===== config.mk =====
export PLATFORM = sky130hd
export DESIGN_NAME = alu_flag_unit
export DESIGN_NICKNAME = d
export VERILOG_FILES = /design/src/rtl/afu_pkg.sv /design/src/rtl/afu_arith.sv /design/src/rtl/afu_status.sv /design/src/rtl/afu_flagreg.sv /design/src/rtl/alu_flag_unit.sv
export SDC_FILE = /design/constraint.sdc
export NUM_CORES = 1
export LEC_CHECK = 0
export BUFFER_PORTS_ARGS = -buffer_cell sky130_fd_sc_hd__buf_4
export CORE_UTILIZATION = 40
export CTS_CLUSTER_DIAMETER = 60
export DETAILED_ROUTE_END_ITERATION = 8
export SETUP_SLACK_MARGIN = 0.3
export SYNTH_ARGS = -nofsm -noshare
export SYNTH_HDL_FRONTEND = slang
export SYNTH_SLANG_ARGS = --single-unit

===== constraint.sdc =====
create_clock -name clk -period 3.5 [get_ports clk]
set_input_delay 0.525 -clock clk [delete_from_list [all_inputs] [get_ports clk]]
set_output_delay 0.525 -clock clk [all_outputs]
set_load 0.01 [all_outputs]

===== src/rtl/afu_pkg.sv =====
package afu_pkg;

  typedef enum logic [1:0] {
    OP_ADD = 2'd0,
    OP_SUB = 2'd1,
    OP_AND = 2'd2,
    OP_OR  = 2'd3
  } afu_op_e;

  localparam int FLAG_W = 16;
  localparam int N_CTL  = 3;

  localparam int BIT_CF = 0;
  localparam int BIT_PF = 2;
  localparam int BIT_AF = 4;
  localparam int BIT_ZF = 6;
  localparam int BIT_SF = 7;
  localparam int BIT_TF = 8;
  localparam int BIT_IF = 9;
  localparam int BIT_DF = 10;
  localparam int BIT_OF = 11;

  localparam logic [FLAG_W-1:0] FIXED_ONES   = 16'hF000;
  localparam logic [FLAG_W-1:0] DEFINED_MASK = 16'h0FD5;

  typedef struct packed {
    logic cf;
    logic pf;
    logic af;
    logic zf;
    logic sf;
    logic of;
  } afu_cond_t;

endpackage


===== src/rtl/afu_arith.sv =====
module afu_arith
  import afu_pkg::*;
#(
  parameter int DATA_W = 16,
  parameter int NIB_W  = 4
) (
  input  logic [DATA_W-1:0] a,
  input  logic [DATA_W-1:0] b,
  input  afu_op_e           op,
  input  logic              wide,
  input  logic              cin,
  output logic [DATA_W-1:0] res,
  output logic              carry,
  output logic              aux,
  output logic              ovf,
  output logic              is_logic
);
  localparam int HALF_W = DATA_W / 2;
  localparam int EXT_W  = DATA_W + 1;

  logic [DATA_W-1:0] am, bm;
  logic [EXT_W-1:0]  sum, dif, raw;
  logic [NIB_W:0]    nsum, ndif;
  logic              a_top, b_top, r_top;

  always_comb begin
    am   = wide ? a : {{HALF_W{1'b0}}, a[HALF_W-1:0]};
    bm   = wide ? b : {{HALF_W{1'b0}}, b[HALF_W-1:0]};
    sum  = {1'b0, am} + {1'b0, bm} + {{DATA_W{1'b0}}, cin};
    dif  = {1'b0, am} - {1'b0, bm} - {{DATA_W{1'b0}}, cin};
    nsum = {1'b0, a[NIB_W-1:0]} + {1'b0, b[NIB_W-1:0]} + {{NIB_W{1'b0}}, cin};
    ndif = {1'b0, a[NIB_W-1:0]} - {1'b0, b[NIB_W-1:0]} - {{NIB_W{1'b0}}, cin};
    is_logic = (op == OP_AND) || (op == OP_OR);

    case (op)
      OP_ADD: begin raw = sum; aux = nsum[NIB_W]; end
      OP_SUB: begin raw = dif; aux = ndif[NIB_W]; end
      OP_AND: begin raw = {1'b0, am & bm}; aux = 1'b0; end
      default: begin raw = {1'b0, am | bm}; aux = 1'b0; end
    endcase

    res   = wide ? raw[DATA_W-1:0] : {{HALF_W{1'b0}}, raw[HALF_W-1:0]};
    a_top = wide ? am[DATA_W-1] : am[HALF_W-1];
    b_top = wide ? bm[DATA_W-1] : bm[HALF_W-1];
    r_top = wide ? res[DATA_W-1] : res[HALF_W-1];
    carry = is_logic ? 1'b0 : (wide ? raw[DATA_W] : raw[HALF_W]);

    case (op)
      OP_ADD:  ovf = (a_top == b_top) && (r_top != a_top);
      OP_SUB:  ovf = (a_top != b_top) && (r_top != a_top);
      default: ovf = 1'b0;
    endcase
  end
endmodule


===== src/rtl/afu_status.sv =====
module afu_status #(
  parameter int DATA_W = 16,
  parameter int PAR_W  = 8
) (
  input  logic [DATA_W-1:0] res,
  input  logic              wide,
  output logic              parity,
  output logic              zero,
  output logic              sign
);
  localparam int HALF_W = DATA_W / 2;

  always_comb begin
    parity = ~^res[PAR_W-1:0];
    zero   = wide ? ~|res : ~|res[HALF_W-1:0];
    sign   = wide ? res[DATA_W-1] : res[HALF_W-1];
  end
endmodule


===== src/rtl/afu_flagreg.sv =====
module afu_flagreg
  import afu_pkg::*;
(
  input  logic              clk,
  input  logic              rst_n,
  input  logic              upd,
  input  afu_cond_t         cond,
  input  logic              ctl_load,
  input  logic [FLAG_W-1:0] ctl_wdata,
  input  logic [N_CTL-1:0]  ctl_set,
  input  logic [N_CTL-1:0]  ctl_clr,
  output logic [FLAG_W-1:0] flags
);
  afu_cond_t          cond_q;
  afu_cond_t          cond_ld;
  logic [N_CTL-1:0]   ctl_q;
  logic               unused_wdata;

  assign unused_wdata = ^(ctl_wdata & ~DEFINED_MASK);

  always_comb begin
    cond_ld.cf = ctl_wdata[BIT_CF];
    cond_ld.pf = ctl_wdata[BIT_PF];
    cond_ld.af = ctl_wdata[BIT_AF];
    cond_ld.zf = ctl_wdata[BIT_ZF];
    cond_ld.sf = ctl_wdata[BIT_SF];
    cond_ld.of = ctl_wdata[BIT_OF];
  end

  always_ff @(posedge clk or negedge rst_n) begin
    if (!rst_n)        cond_q <= '0;
    else if (ctl_load) cond_q <= cond_ld;
    else if (upd)      cond_q <= cond;
  end

  for (genvar g = 0; g < N_CTL; g++) begin : g_ctl
    logic bit_q;
    always_ff @(posedge clk or negedge rst_n) begin
      if (!rst_n)          bit_q <= 1'b0;
      else if (ctl_load)   bit_q <= ctl_wdata[BIT_TF+g];
      else if (ctl_set[g]) bit_q <= 1'b1;
      else if (ctl_clr[g]) bit_q <= 1'b0;
    end
    assign ctl_q[g] = bit_q;
  end

  always_comb begin
    flags         = FIXED_ONES;
    flags[BIT_CF] = cond_q.cf;
    flags[BIT_PF] = cond_q.pf;
    flags[BIT_AF] = cond_q.af;
    flags[BIT_ZF] = cond_q.zf;
    flags[BIT_SF] = cond_q.sf;
    flags[BIT_OF] = cond_q.of;
    for (int i = 0; i < N_CTL; i++) flags[BIT_TF+i] = ctl_q[i];
  end
endmodule


===== src/rtl/alu_flag_unit.sv =====
module alu_flag_unit
  import afu_pkg::*;
(
  input  logic        clk,
  input  logic        rst_n,
  input  logic        in_valid,
  output logic        in_ready,
  input  logic [1:0]  in_op,
  input  logic        in_wide,
  input  logic [15:0] in_a,
  input  logic [15:0] in_b,
  input  logic        in_cin,
  output logic        out_valid,
  input  logic        out_ready,
  output logic [15:0] out_result,
  output logic        out_carry,
  output logic        out_aux,
  output logic        out_parity,
  output logic        out_zero,
  output logic        out_sign,
  output logic        out_ovf,
  input  logic        ctl_load,
  input  logic [15:0] ctl_wdata,
  input  logic [2:0]  ctl_set,
  input  logic [2:0]  ctl_clr,
  output logic [15:0] flag_word,
  output logic        trap_en,
  output logic        int_en,
  output logic        dir_down
);
  localparam int DATA_W = 16;

  afu_op_e           op_e;
  logic [DATA_W-1:0] res_c;
  logic              carry_c, aux_c, ovf_c, logic_c;
  logic              par_c, zero_c, sign_c;
  afu_cond_t         cond_c;
  logic              accept;
  logic              valid_q;
  logic [DATA_W-1:0] res_q;
  afu_cond_t         cond_q;

  assign op_e     = afu_op_e'(in_op);
  assign in_ready = !valid_q || out_ready;
  assign accept   = in_valid && in_ready;

  afu_arith #(.DATA_W(DATA_W), .NIB_W(4)) u_arith (
    .a(in_a), .b(in_b), .op(op_e), .wide(in_wide), .cin(in_cin),
    .res(res_c), .carry(carry_c), .aux(aux_c), .ovf(ovf_c), .is_logic(logic_c)
  );

  afu_status #(.DATA_W(DATA_W), .PAR_W(8)) u_status (
    .res(res_c), .wide(in_wide),
    .parity(par_c), .zero(zero_c), .sign(sign_c)
  );

  always_comb begin
    cond_c.cf = carry_c;
    cond_c.pf = par_c;
    cond_c.af = logic_c ? flag_word[BIT_AF] : aux_c;
    cond_c.zf = zero_c;
    cond_c.sf = sign_c;
    cond_c.of = ovf_c;
  end

  afu_flagreg u_flagreg (
    .clk(clk), .rst_n(rst_n), .upd(accept), .cond(cond_c),
    .ctl_load(ctl_load), .ctl_wdata(ctl_wdata),
    .ctl_set(ctl_set), .ctl_clr(ctl_clr), .flags(flag_word)
  );

  always_ff @(posedge clk or negedge rst_n) begin
    if (!rst_n)         valid_q <= 1'b0;
    else if (accept)    valid_q <= 1'b1;
    else if (out_ready) valid_q <= 1'b0;
  end

  always_ff @(posedge clk or negedge rst_n) begin
    if (!rst_n) begin
      res_q  <= '0;
      cond_q <= '0;
    end else if (accept) begin
      res_q  <= res_c;
      cond_q <= cond_c;
    end
  end

  assign out_valid  = valid_q;
  assign out_result = res_q;
  assign out_carry  = cond_q.cf;
  assign out_aux    = cond_q.af;
  assign out_parity = cond_q.pf;
  assign out_zero   = cond_q.zf;
  assign out_sign   = cond_q.sf;
  assign out_ovf    = cond_q.of;
  assign trap_en    = flag_word[BIT_TF];
  assign int_en     = flag_word[BIT_IF];
  assign dir_down   = flag_word[BIT_DF];
endmodule


# Word level (Yosys, flattened, before mapping)
# Cells that the tools add are included.
[totals] register_bits=32 in_bits=63
[classes] n_addsub=8 n_eq_ne=6 n_mux=26 n_bitwise=2 reduce_logical=17
[op_table] cell="17-bit one-hot mux with 3 select lines" n=1
[op_table] cell="16-bit two-way mux" n=3
[op_table] cell="1-bit two-way mux" n=18
[op_table] cell="16-bit by 16-bit adder with 17-bit output" n=1
[op_table] cell="17-bit by 1-bit adder with 17-bit output" n=1
[op_table] cell="16-bit by 16-bit subtractor with 17-bit output" n=1
[op_table] cell="17-bit by 1-bit subtractor with 17-bit output" n=1
[op_table] cell="16-bit AND" n=1
[op_table] cell="16-bit OR" n=1
[op_table] cell="16-bit OR reduction" n=1
[op_table] cell="6-bit two-way mux" n=2
[op_table] cell="3-bit nonzero test" n=3
[op_table] cell="8-bit OR reduction" n=1
[op_table] cell="8-bit XNOR reduction" n=1
[op_table] cell="4-bit by 4-bit adder with 5-bit output" n=1
[op_table] cell="5-bit by 1-bit adder with 5-bit output" n=1
[op_table] cell="4-bit by 4-bit subtractor with 5-bit output" n=1
[op_table] cell="5-bit by 1-bit subtractor with 5-bit output" n=1
[op_table] cell="2-bit equality test, second input constant" n=2
[op_table] cell="1-bit one-hot mux with 2 select lines" n=2
[op_table] cell="2-bit nonzero test" n=2
[op_table] cell="1-bit logical AND" n=3
[op_table] cell="1-bit zero test" n=3
[op_table] cell="2-bit by 1-bit equality test with 1-bit output, second input constant" n=1
[op_table] cell="other kinds (4)" n=6

# Depth between registers and ports, before layout
# Gate-level depths: netlist (run 1).
[depth] depth_word=11 ltp_mapped=17 ltp_nobuf=17

# Modules after synthesis
# From an unflattened synthesis (run 1), not the netlist that was laid out.
[unflattened] hier_cells=534 area_unflattened_um2=4451.8
[modules_own_cells] mod="afu_arith" n_inst=1 cells_per_inst=406 area_each_um2=2795.2 seq_area_each_um2=0.0
[modules_own_cells] mod="alu_flag_unit" n_inst=1 cells_per_inst=55 area_each_um2=985.9 seq_area_each_um2=575.6
[modules_own_cells] mod="afu_flagreg" n_inst=1 cells_per_inst=51 area_each_um2=518.0 seq_area_each_um2=225.2
[modules_own_cells] mod="afu_status" n_inst=1 cells_per_inst=22 area_each_um2=152.6 seq_area_each_um2=0.0

# Worst setup path after synthesis (run 1)
# No wires, ideal clock.
[synth_timing] kind="input-to-reg" from="input in_wide" to="register u_flagreg.cond_q, in the netlist u_flagreg.flags[11]" setup_ps=128 arrival_time_ps=3826 required_ps=3372 slack_ps=-454 stages=15 n_path_buf=3 cell_sequence="clkbuf_1 > clkbuf_1 > clkbuf_1 > nand2_1 > inv_1 > ha_1 > ha_1 > a2111oi_0 > o21ai_1 > o22a_1 > or3_1 > a31oi_4 > a32oi_1 > mux2i_1 > a21oi_1"
[synth_between] elab_chain_cells=11 word_cells_on_any_way=21 classes_between="add/sub: 4; eq/ne: 3; mux: 10; bitwise: 2; reduce/logical: 2"
[synth_rtl] element="from (decl)" line="alu_flag_unit.sv:9" rtl="input logic in_wide,"
[synth_rtl] element="16-bit two-way mux, on equally long branches" line="afu_arith.sv:27, afu_arith.sv:28"
[synth_rtl] element="16-bit by 16-bit subtractor with 17-bit output or 16-bit by 16-bit adder with 17-bit output (tied branches)" line="afu_arith.sv:30, afu_arith.sv:29"
[synth_rtl] element="17-bit by 1-bit subtractor with 17-bit output or 17-bit by 1-bit adder with 17-bit output (tied branches)" line="afu_arith.sv:30, afu_arith.sv:29"
[synth_rtl] element="17-bit one-hot mux with 3 select lines" line="afu_arith.sv:35" rtl="case (op)"
[synth_rtl] element="16-bit two-way mux" line="afu_arith.sv:42" rtl="res = wide ? raw[DATA_W-1:0] : {{HALF_W{1'b0}}, raw[HALF_W-1:0]};"
[synth_rtl] element="1-bit two-way mux" line="afu_arith.sv:45" rtl="r_top = wide ? res[DATA_W-1] : res[HALF_W-1];"
[synth_rtl] element="1-bit != test" line="afu_arith.sv:49, afu_arith.sv:50"
[synth_rtl] element="1-bit logical AND, on equally long branches" line="afu_arith.sv:50, afu_arith.sv:49"
[synth_rtl] element="1-bit one-hot mux with 2 select lines *" line="afu_arith.sv:48" rtl="case (op)"
[synth_rtl] element="6-bit two-way mux *" line="afu_flagreg.sv:33" rtl="else if (upd) cond_q <= cond;"
[synth_rtl] element="6-bit two-way mux *" line="afu_flagreg.sv:32" rtl="else if (ctl_load) cond_q <= cond_ld;"
[synth_rtl] element="to (signal assigned)" line="afu_flagreg.sv:32"
[synth_rtl] element="to (signal assigned)" line="afu_flagreg.sv:33"
[synth_rtl] element="to (decl)" line="afu_flagreg.sv:14" rtl="afu_cond_t cond_q;"
# Mark *: on every way between the ends. The rest lies on a longest branch, timed or not. The select of a mux whose other input is x is not followed.
# A chain may end at the register's enable or synchronous reset.

# Worst setup path in the final report (run 1)
[layout_timing] from="input in_b[0]" to="register u_flagreg.cond_q, in the netlist u_flagreg.flags[2]"
[layout_between] elab_chain_cells=8 word_cells_on_any_way=12 classes_between="add/sub: 4; mux: 5; bitwise: 2; reduce/logical: 1"
[layout_rtl] element="from (decl)" line="alu_flag_unit.sv:11" rtl="input logic [15:0] in_b,"
[layout_rtl] element="16-bit two-way mux *" line="afu_arith.sv:28" rtl="bm = wide ? b : {{HALF_W{1'b0}}, b[HALF_W-1:0]};"
[layout_rtl] element="16-bit by 16-bit subtractor with 17-bit output or 16-bit by 16-bit adder with 17-bit output (tied branches)" line="afu_arith.sv:30, afu_arith.sv:29"
[layout_rtl] element="17-bit by 1-bit subtractor with 17-bit output or 17-bit by 1-bit adder with 17-bit output (tied branches)" line="afu_arith.sv:30, afu_arith.sv:29"
[layout_rtl] element="17-bit one-hot mux with 3 select lines *" line="afu_arith.sv:35"
[layout_rtl] element="16-bit two-way mux *" line="afu_arith.sv:42"
[layout_rtl] element="8-bit XNOR reduction *" line="afu_status.sv:14" rtl="parity = ~^res[PAR_W-1:0];"
[layout_rtl] element="6-bit two-way mux *" line="afu_flagreg.sv:33"
[layout_rtl] element="6-bit two-way mux *" line="afu_flagreg.sv:32"
# Marked as above.

==> impl_results.md, run 1 <==
- DR WL/cell: between 15 and 20 um
- CP endpoint kind: register
- Ant diodes: 0
- Metal-1 WL: around 5.9 mm
- Clock Pin Slew Worst Setup and Hold Paths: approximately 60 ps
- DR top layer: met4
- Max cap viols: 0
- Tcrit/Tclk final: between 90% and 100%
- CTS tree: done
- Initial DRT Pass Iterations: 4
- TritonCTS Sinks: 32
- CTS buffer count: 5
- Setup crit start: in_b[0]
- WP data required: 3670 ps
- I/O pin cnt: ~110
- Clock latency at the later pin of the worst-skew pair: 280 ps
- PwrDens: between 300 and 400 nW/um2
- CTS Hold Buffers Added: 0
- Max-slew violations: 0
- Least-Margin Pin Slew: approximately 550 ps
- GRT Util Overall: between 20% and 30%
- Hold WC Path Type: primary input to asynchronous set/reset pin
- Worst Skew: around 2.2 ps
- Area Growth Syn to Fin: 33.7%
- DR WL met3: approximately 800 um
- Via Count: around 4500
- Clock buffer depth: 2
- Fmax: between 0.3 and 0.4 GHz
- Die span in y: around 110 um
- Unrepaired setup endpoints after global routing: true
- CP Max Fanout: 4
- Reg2Reg Setup Slack: 1780 ps
- Max-slew headroom at the worst pin: 63.6%
- Initial antenna violation count: 0
- Hpwl dp: approximately 10 mm
- Post-Layout Cell Count: ~840
- Initial Util: between 40% and 50%
- Largest net degree at the start of global routing: 55
- Synthesis warning total: 0
- Final WS setup: between 200 and 250 ps
- Routability congestion estimate: approximately 0.9
- LEAKAGE: 2.85 nW
- DRT iter0 DRCs: ~280
- Root Driver: clkbuf_8
- CP startpoint kind: primary input
- Syn Inst Count: about 570
- Vias/cell: roughly 5.3
- Setup crit end: u_flagreg.flags[2]
- Remaining antenna violation count after routing: 0
- Total gr overflow: 0
- Vias in the first global route: between 4000 and 5000
- Total wire length: about 13 mm
- Ratio of cells with drive above 1 in the final layout: 30.6%
- Worst Path Arrival: 3420 ps
- Seq/Total Area, Yosys: around 18%
- Die width: 107 um
- Post-Syn Area: about 4400 um2
- Final nets: about 830
- Worst slack at placement: -142 ps
- Critical path class: primary input to register
- Cell count after placement: 820
- Post-synth EDFFs: 0
- Port bufs: 91
- Area of the core: 10800 um2
- First-pass GRT wire length: 21.1 mm
- FF+latch count, synth: 32
- H-tree depth: 2
- Worst reg2reg path startpoint: out_valid
- R2r endpoint: u_flagreg.flags[0]
- VDD IR max: between 150 and 200 uV
- Routed wl met2: 5.92 mm
- Count of final setup violators: 0
- Reg2reg path depth: 5
- # DRC: 0
- Ys async rst share: 100%
- Syn_area_per_cell: a little under 8 um2
- Clock period minus worst slack: ~3300 ps
- Synth unique cells: 73
- # rows: 38
- Status: finished, final reports clean
- Top FF cell, synth: dfrtp_1
- Hold Fails Final Rpt: 0
- Full die area: roughly 11000 um2
## placed cells by master (no fill, tap or decap), types with 4 or more instances in the layout
cell | netlist | routed
a21oi_1 | 38 | 35
clkbuf_8 | 0 | 7
o21a_1 | 11 | 11
nand2_1 | 73 | 70
a31oi_1 | 5 | 5
o211ai_1 | 5 | 5
inv_1 | 68 | 64
mux2i_1 | 6 | 6
a21o_1 | 8 | 8
buf_4 | 10 | 140
nand2b_1 | 7 | 7
o21ai_2 | 1 | 4
and2_1 | 5 | 5
nor2_1 | 32 | 32
or3_1 | 6 | 5
ha_1 | 66 | 51
o21ai_1 | 7 | 12
nand3_1 | 7 | 7
ha_4 | 0 | 12
conb_1 | 2 | 7
a211oi_1 | 10 | 7
nor3_1 | 11 | 11
o21ai_0 | 55 | 47
xor2_1 | 5 | 5
xnor2_1 | 9 | 9
dfrtp_1 | 32 | 32
## Yosys cell counts (6+ instances only)
cell type / instances / share of area, %
a211oi_1: 10 / 1.7
a21o_1: 8 / 1.4
a21oi_1: 38 / 4.3
buf_4: 10 / 1.7
clkbuf_1: 15 / 1.3
dfrtp_1: 32 / 18
ha_1: 66 / 19
inv_1: 68 / 5.8
mux2i_1: 6 / 1.4
nand2_1: 73 / 6.2
nand2b_1: 7 / 0.99
nand3_1: 7 / 0.79
nor2_1: 32 / 2.7
nor3_1: 11 / 1.2
o21a_1: 11 / 1.9
o21ai_0: 55 / 6.2
o21ai_1: 7 / 0.79
or3_1: 6 / 0.85
xnor2_1: 9 / 1.8
## power breakdown
group | internal (W) | leakage, nW | total, W | switching, W
clock network | 0.000175 | 0.0503 | 0.000302 | 0.000127
logic | 0.000505 | 2.40 | 0.00105 | 0.000548
registers | 0.000427 | 0.396 | 0.000462 | 0.0000346
total | 0.00111 | 2.85 | 0.00182 | 0.000709
## worst min path at each step
| stage | from | endpoint | slack (ps) |
|---|---|---|---|
| after floorplan | rst_n | out_aux | 230 |
| after global placement | out_carry | out_carry | 460 |
| after detailed placement | out_carry | out_carry | 470 |
| after CTS | rst_n | out_result[11] | 170 |
| after global routing | rst_n | out_result[5] | 200 |
| final | rst_n | out_result[3] | 170 |
## cells by family after synthesis
family | count (synthesis) | share of synthesized area (%)
buffers and inverters | 98 | 9.24
AND/OR/NAND/NOR | 168 | 18.3
XOR/XNOR | 14 | 2.77
other | 2 | 0.170
flip-flops | 32 | 18.1
adder cells (fa/ha/maj) | 70 | 20.5
multiplexers | 10 | 2.97
AO/OA/AOI/OAI | 179 | 28.0
## timing repair
action,CTS,global route
gates cloned,0,0
pin swaps,9,13
endpoints found under the setup margin,4,9
buffers inserted,7,2
resized for setup,11,15
## registers in the layout, summed over array words and instances (netlist names)
name                   flops
out_result                16
u_flagreg.flags            6
u_flagreg.g_ctl.bit_q      3
out_aux                    1
out_carry                  1
out_ovf                    1
out_parity                 1
out_sign                   1
out_valid                  1
out_zero                   1
## metrics by stage
| stage | setup TNS [ps] | cell area [um2] | hold WS (ps) | power, W | utilization [%] |
|---|---|---|---|---|---|
| after global routing | 0 | 5920 | 203 | 0.00195 | 54.8 |
| after CTS | 0 | 5830 | 170 | 0.00180 | 54.1 |
| after global placement | -375 | 5650 | 464 | 0.00144 | 52.3 |
| after floorplan | 0 | 4700 | 229 | 0.00110 | - |
| final | 0 | 5920 | 173 | 0.00182 | 54.8 |
| after detailed placement | -435 | 5650 | 468 | 0.00146 | 52.3 |
## final cells by class
class                           count  area [um2]
Inverter                           68         258
Fill cell                        1041        4870
Clock buffer                        7        96.3
Timing Repair Buffer              141        1070
Tap cell                          140         175
Sequential cell                    32         801
Multi-Input combinational cell    448        3520
## worst max-delay path: stages
cell	delay, ps
buf_8	100
fa_2	400
inv_2	80
fa_2	200
and2b_2	250
o31ai_4	370
nand2b_1	120
a211oi_2	200
o311ai_1	120
o21ai_1	190
ha_1	290
xnor2_1	170
xnor2_1	140
nor2_1	90
a21oi_1	130
o21ai_1	70
## layer usage
layer / vias up / GRT usage (%)
li1: 2238 / -
met1: 2079 / 31.5
met2: 127 / 39.2
met3: 20 / 1.82
met4: 0 / 6.75
met5: - / 0
Note: power is estimated with default switching activity, not from simulation.
==> run 2, diff against run 1 <==
Settings changed: CORE_UTILIZATION 40 to 60, PLACE_DENSITY from default to 0.88, SKIP_CTS_REPAIR_TIMING from default to 1.
==> run 2 against run 1 <==
- clock-buffer cell count fell by 1
- non-clock buffer count shrank 22
- sequential power about the same
- critical path type unchanged
- critical endpoint unchanged
- largest cell class unchanged
- highest routed layer unchanged
==> impl_results.md, run 2 (synthesis results as in run 1) <==
- DRT iter0 DRCs: 302 (+9.0%)
- Largest register FFs: 16 (unchanged)
- Full die area: 7730 um2 (-33%)
- GRT Util Overall: 34.5% (+11 points)
- Ant diodes: 0 (unchanged)
- Total wire length: 14.0 mm (+8.8%)
- Initial antenna violation count: 0 (unchanged)
- Share of power burned in the clock network: 18.9% (+2.3 points)
- Die span in y: 87.9 um (-18%)
- Worst Skew: 1.77 ps (-0.387 ps)
- Comb power frac: 56.4% (-1.6 points)
- Max-slew violations: 0 (unchanged)
- Status: finished, final reports clean
- Area Growth Syn to Fin: 28.9%
- Initial Util: 63.7% (+23 points)
- Max-slew headroom at the worst pin: 49.3% (-14 points)
- Commonest non-fill, non-tap cells in the layout: buf_4 (116), nand2_1 (70), inv_1 (65), ha_1 (51), o21ai_0 (47)
- Via Count: 4682 (+4.9%)
- Switching part of the total power: 40.3% (+1.3 points)
- CTS tree: done
- # DRC: 0 (unchanged)
- Remaining antenna violation count after routing: 0 (unchanged)
- DR WL/cell: 18.1 um (+18%)
- Tcrit/Tclk final: 98.4% (+5.4 points)
- Hold Fails Final Rpt: 0 (unchanged)
- Least-Margin Pin Slew: 759 ps (+213 ps)
- TritonCTS Sinks: 32 (unchanged)
- Routability congestion estimate: 1.01 (+10%)
- CP startpoint kind: primary input
- Clock Pin Slew Worst Setup and Hold Paths: 70 ps (about the same)
- H-tree depth: 2 (unchanged)
- Clock buffer depth: 2 (unchanged)
- Sw power: 0.000754 W (+6.3%)
- Unrepaired setup endpoints after global routing: true
- Ratio of cells with drive above 1 in the final layout: 27.6% (-3.0 points)
- CP endpoint kind: register
- CP Max Fanout: 3 (-1)
- Total gr overflow: 0 (unchanged)
- Clock period minus worst slack: 3440 ps (+187 ps)
- VDD IR max: 173 uV (-11%)
- Max cap viols: 0 (unchanged)
- CTS buffer count: 5 (unchanged)
- Fmax: 0.291 GHz (-5.4%)
- PwrDens: 328 nW/um2 (+6.8%)
- Initial DRT Pass Iterations: 5 (+1)
- First-pass GRT wire length: 20.8 mm (-1.6%)
- Final Util: 82.2% (+27 points)
- Final TNS setup: 0 ps (unchanged)
- Port bufs: 91 (unchanged)
- Register share of total power: 24.7% (-0.7 points)
- Placed cell area: 5480 um2 (-3.0%)
- Internal power: 0.00112 W (+0.84%)
- Vias in the first global route: 4490 (+3.7%)
- Final instance area: 5710 um2 (-3.6%)
- Hpwl dp: 10.3 mm (-0.43%)
- Hold WC Path Type: primary input to asynchronous set/reset pin
- Commonest non-fill, non-tap cell in the layout: buf_4
- LEAKAGE: 2.75 nW (-3.3%)
- # rows: 30 (-21%)
- Clock latency at the later pin of the worst-skew pair: 290 ps (about the same)
- Vias/cell: 6.07 (+14%)
- I/O pin cnt: 106 (unchanged)
- Count of final setup violators: 0 (unchanged)
- Die width: 87.9 um (-18%)
- Critical path class: primary input to register
- Largest net degree at the start of global routing: 36 (-35%)
- Final nets: 807 (-2.7%)
- WP data required: 3670 ps (about the same)
- Worst Path Arrival: 3610 ps (+190 ps)
- Area of the core: 6940 um2 (-36%)
- Root Driver: clkbuf_8
==> run 2: final timing paths <==
check	start	endpoint	slack, ps	depth (start not counted)
max	in_b[0]	u_flagreg.flags[2]	60	17
min	rst_n	out_result[3]	160	1
max reg2reg	out_valid	u_flagreg.flags[0]	1800	6
min reg2reg	out_ovf	out_ovf	490	2
max in group asynchronous	rst_n	out_valid	3060	1
min in group clk	ctl_wdata[7]	u_flagreg.flags[7]	450	2
==> run 2: per-stage QoR <==
step	cells	power, W	setup WS, ps	hold slack [ps]
floorplan	578	0.00110	276	229
global placement	761	0.00140	-84.2	457
detailed placement	761	0.00144	-197	467
CTS	769	0.00180	65.3	166
global route	771	0.00197	-65.6	186
finish	771	0.00187	57.7	155
==> run 2: critical path, cell delays in order <==
cell	delay, ps
buf_8	80
inv_1	80
fa_1	510
fa_1	440
o21ai_1	160
buf_4	150
nor2b_1	200
xnor2_1	140
nand2_1	70
nand3_1	90
o21ai_1	160
ha_1	360
xor2_1	190
xnor2_1	140
nor2_1	90
a21oi_1	140
o21ai_1	80
==> run 2: power groups by stage <==
| stage | sequential [W] | combinational, W | clock, W |
|---|---|---|---|
| 3_3_place_gp | 0.000465 | 0.000937 | 0 |
| 3_5_place_dp | 0.000467 | 0.000977 | 0 |
| 5_1_grt | 0.000467 | 0.00113 | 0.000367 |
| 6_report | 0.000462 | 0.00106 | 0.000354 |
| 4_1_cts | 0.000460 | 0.000985 | 0.000351 |
| 2_1_floorplan | 0.000491 | 0.000614 | 0 |
==> run 2: area by class of cell <==
cell class / count / area (um2)
inverters: 68 / 258
multi-input cells: 448 / 3510
flip-flops and latches: 32 / 801
repair buffers: 119 / 908
clock buffers: 6 / 72.6
clock inverters: 2 / 35.0
fillers: 453 / 1240
well taps: 96 / 120
==> run 2: routing by layer <==
layer	global-route usage (%)	wire length (um)	vias to the layer above
met1	41.6	5710	2200
met2	62.1	6750	246
met3	5.28	1140	35
met4	11.9	372	0
met5	0	0	-
li1	-	-	2201
==> run 3, diff against run 2 <==
Settings changed: CTS_BUF_LIST from default to sky130_fd_sc_hd__clkbuf_8 sky130_fd_sc_hd__clkbuf_16, HOLD_SLACK_MARGIN from default to 0.06, SKIP_LAST_GASP from default to 1.
==> run 3 against run 2 <==
- critical path depth unchanged
- combinational power about the same
- first-iteration DRC count unchanged
- largest cell class unchanged
- utilization unchanged
- highest routed layer unchanged
- sequential share of layout area unchanged
- global-route usage unchanged
==> impl_results.md, run 3 (synthesis results as in run 1) <==
- DR WL/cell: 18.1 um (about the same)
- CP startpoint kind: primary input
- Vias in the first global route: 4490 (unchanged)
- Sw power: 0.000754 W (about the same)
- Hpwl dp: 10.3 mm (unchanged)
- Initial DRT Pass Iterations: 5 (unchanged)
- Initial Util: 63.7% (unchanged)
- Remaining antenna violation count after routing: 0 (unchanged)
- Ant diodes: 0 (unchanged)
- PwrDens: 327 nW/um2 (-0.14%)
- Hold Fails Final Rpt: 0 (unchanged)
- Internal power: 0.00111 W (-0.26%)
- Largest register FFs: 16 (unchanged)
- WP data required: 3670 ps (about the same)
- Comb power frac: 56.5% (about the same)
- CP cell instances: buf_8 -> inv_1 -> fa_1 -> fa_1 -> o21ai_1 -> buf_4 -> nor2b_1 -> xnor2_1 -> nand2_1 -> nand3_1 -> o21ai_1 -> ha_1 -> xor2_1 -> xnor2_1 -> nor2_1 -> a21oi_1 -> o21ai_1
- Least-Margin Pin Slew: 760 ps (+0.0397 ps)
- Max cap viols: 0 (unchanged)
- Area of the core: 6940 um2 (unchanged)
- Fillers: 453 (unchanged)
- Bufs and invs on worst path: 3 (unchanged)
- Vias/cell: 6.09 (+0.28%)
- LEAKAGE: 2.76 nW (+0.15%)
- # DRC: 0 (unchanged)
- Total gr overflow: 0 (unchanged)
- Register share of total power: 24.7% (about the same)
- Fmax: 0.291 GHz (about the same)
- First-pass GRT wire length: 20.8 mm (unchanged)
- Clock latency at the later pin of the worst-skew pair: 290 ps (about the same)
- Area Growth Syn to Fin: 28.9% (unchanged)
- Switching part of the total power: 40.4% (+0.071 points)
- Multi-input gate area: 3510 um2 (unchanged)
- Placed cell area: 5480 um2 (unchanged)
- Worst slack at placement: -197 ps (unchanged)
- Worst Path Arrival: 3610 ps (about the same)
- VDD IR max: 173 uV (about the same)
- Commonest non-fill, non-tap cells in the layout: buf_4 (116), nand2_1 (70), inv_1 (66), ha_1 (51), o21ai_0 (47)
- TritonCTS Sinks: 32 (unchanged)
- Share of power burned in the clock network: 18.8% (about the same)
- Worst Skew: 1.77 ps (unchanged)
- Worst stage delay on the critical path: 510 ps (about the same)
- Die span in y: 87.9 um (unchanged)
- Count of final setup violators: 0 (unchanged)
- CP Depth: 17 (unchanged)
- Seq. cell area: 801 um2 (unchanged)
- CTS buffer count: 5 (unchanged)
- Total wire length: 14.0 mm (about the same)
- Port bufs: 91 (unchanged)
- Critical path class: primary input to register
- Root Driver: clkbuf_8
- Via Count: 4695 (+0.28%)
- I/O pin cnt: 106 (unchanged)
- Most frequent CP cell: o21ai_1
- Slowest CP cell: fa_1
- Reg2reg path depth: 6 (unchanged)
- Tcrit/Tclk final: 98.3% (about the same)
- CTS tree: done
- DRT iter0 DRCs: 302 (unchanged)
- Max-slew headroom at the worst pin: 49.3% (about the same)
- GRT Util Overall: 34.5% (unchanged)
- Commonest non-fill, non-tap cell in the layout: buf_4
- Routability congestion estimate: 1.01 (unchanged)
- Final TNS setup: 0 ps (unchanged)
- Total Power: 0.00187 W (-0.14%)
- Hold WC Path Type: primary input to asynchronous set/reset pin
- Final instance area: 5710 um2 (unchanged)
- Largest net degree at the start of global routing: 36 (unchanged)
- Die width: 87.9 um (unchanged)
- H-tree depth: 2 (unchanged)
- Clock buffer depth: 2 (unchanged)
- Status: finished, final reports clean
- Final nets: 807 (unchanged)
- Final WS setup: 60.3 ps (+2.62 ps)
- Clock period minus worst slack: 3440 ps (-2.62 ps)
- Full die area: 7730 um2 (unchanged)
- Initial antenna violation count: 0 (unchanged)
- CP Max Fanout: 3 (unchanged)
- Clock Pin Slew Worst Setup and Hold Paths: 70 ps (about the same)
- CP endpoint kind: register
- Ratio of cells with drive above 1 in the final layout: 27.6% (unchanged)
- # rows: 30 (unchanged)
- Max-slew violations: 0 (unchanged)
- Unrepaired setup endpoints after global routing: true
- Crit path max-delay family: adder cells
run 3: stage by stage:
step	cells	utilization, %	hold WS (ps)
detailed placement	761	78.9	467
finish	771	82.2	155
CTS	769	80.4	165
global placement	761	78.9	457
floorplan	578	-	229
global route	771	82.2	186
run 3: cell type report:
type                       count  share of cell area (%)
multi-input combinational    448                    61.5
timing repair buffer         119                    15.9
sequential                    32                    14.0
clock inverter                 3                   0.680
inverter                      68                    4.52
tap                           96                    2.11
clock buffer                   5                    1.21
run 3: worst reg2reg max path: cells and delay by family (launching register included):
| family | cells | cell delay (ps) |
|---|---|---|
| AOI/OAI and AO/OA | 3 | 690 |
| buffers and inverters | 1 | 270 |
| and+or+nand+nor | 2 | 280 |
| DFF | 1 | 380 |
run 3: power by group through the flow:
stage               clock network [W]  registers [W]  logic [W]
floorplan                           0       0.000491   0.000614
global placement                    0       0.000465   0.000937
finish                       0.000351       0.000462    0.00106
CTS                          0.000348       0.000460   0.000985
detailed placement                  0       0.000467   0.000977
global route                 0.000364       0.000467    0.00113
run 3: routing by layer:
| metal | wire (um) | track usage, % | vias to the layer above |
|---|---|---|---|
| met4 | 364 | 11.9 | 0 |
| met5 | 0 | 0 | - |
| met1 | 5670 | 41.6 | 2208 |
| met2 | 6770 | 62.1 | 251 |
| li1 | - | - | 2201 |
| met3 | 1160 | 5.28 | 35 |
run 3: path summary, 6_finish.rpt:
check | start | endpoint | slack, ps
setup reg to reg | out_valid | u_flagreg.flags[0] | 1800
hold reg to reg | out_ovf | out_ovf | 490
min in group clk | ctl_wdata[7] | u_flagreg.flags[7] | 450
hold / removal | rst_n | out_result[3] | 150
setup / recovery | in_b[0] | u_flagreg.flags[2] | 60
max in group asynchronous | rst_n | out_valid | 3060
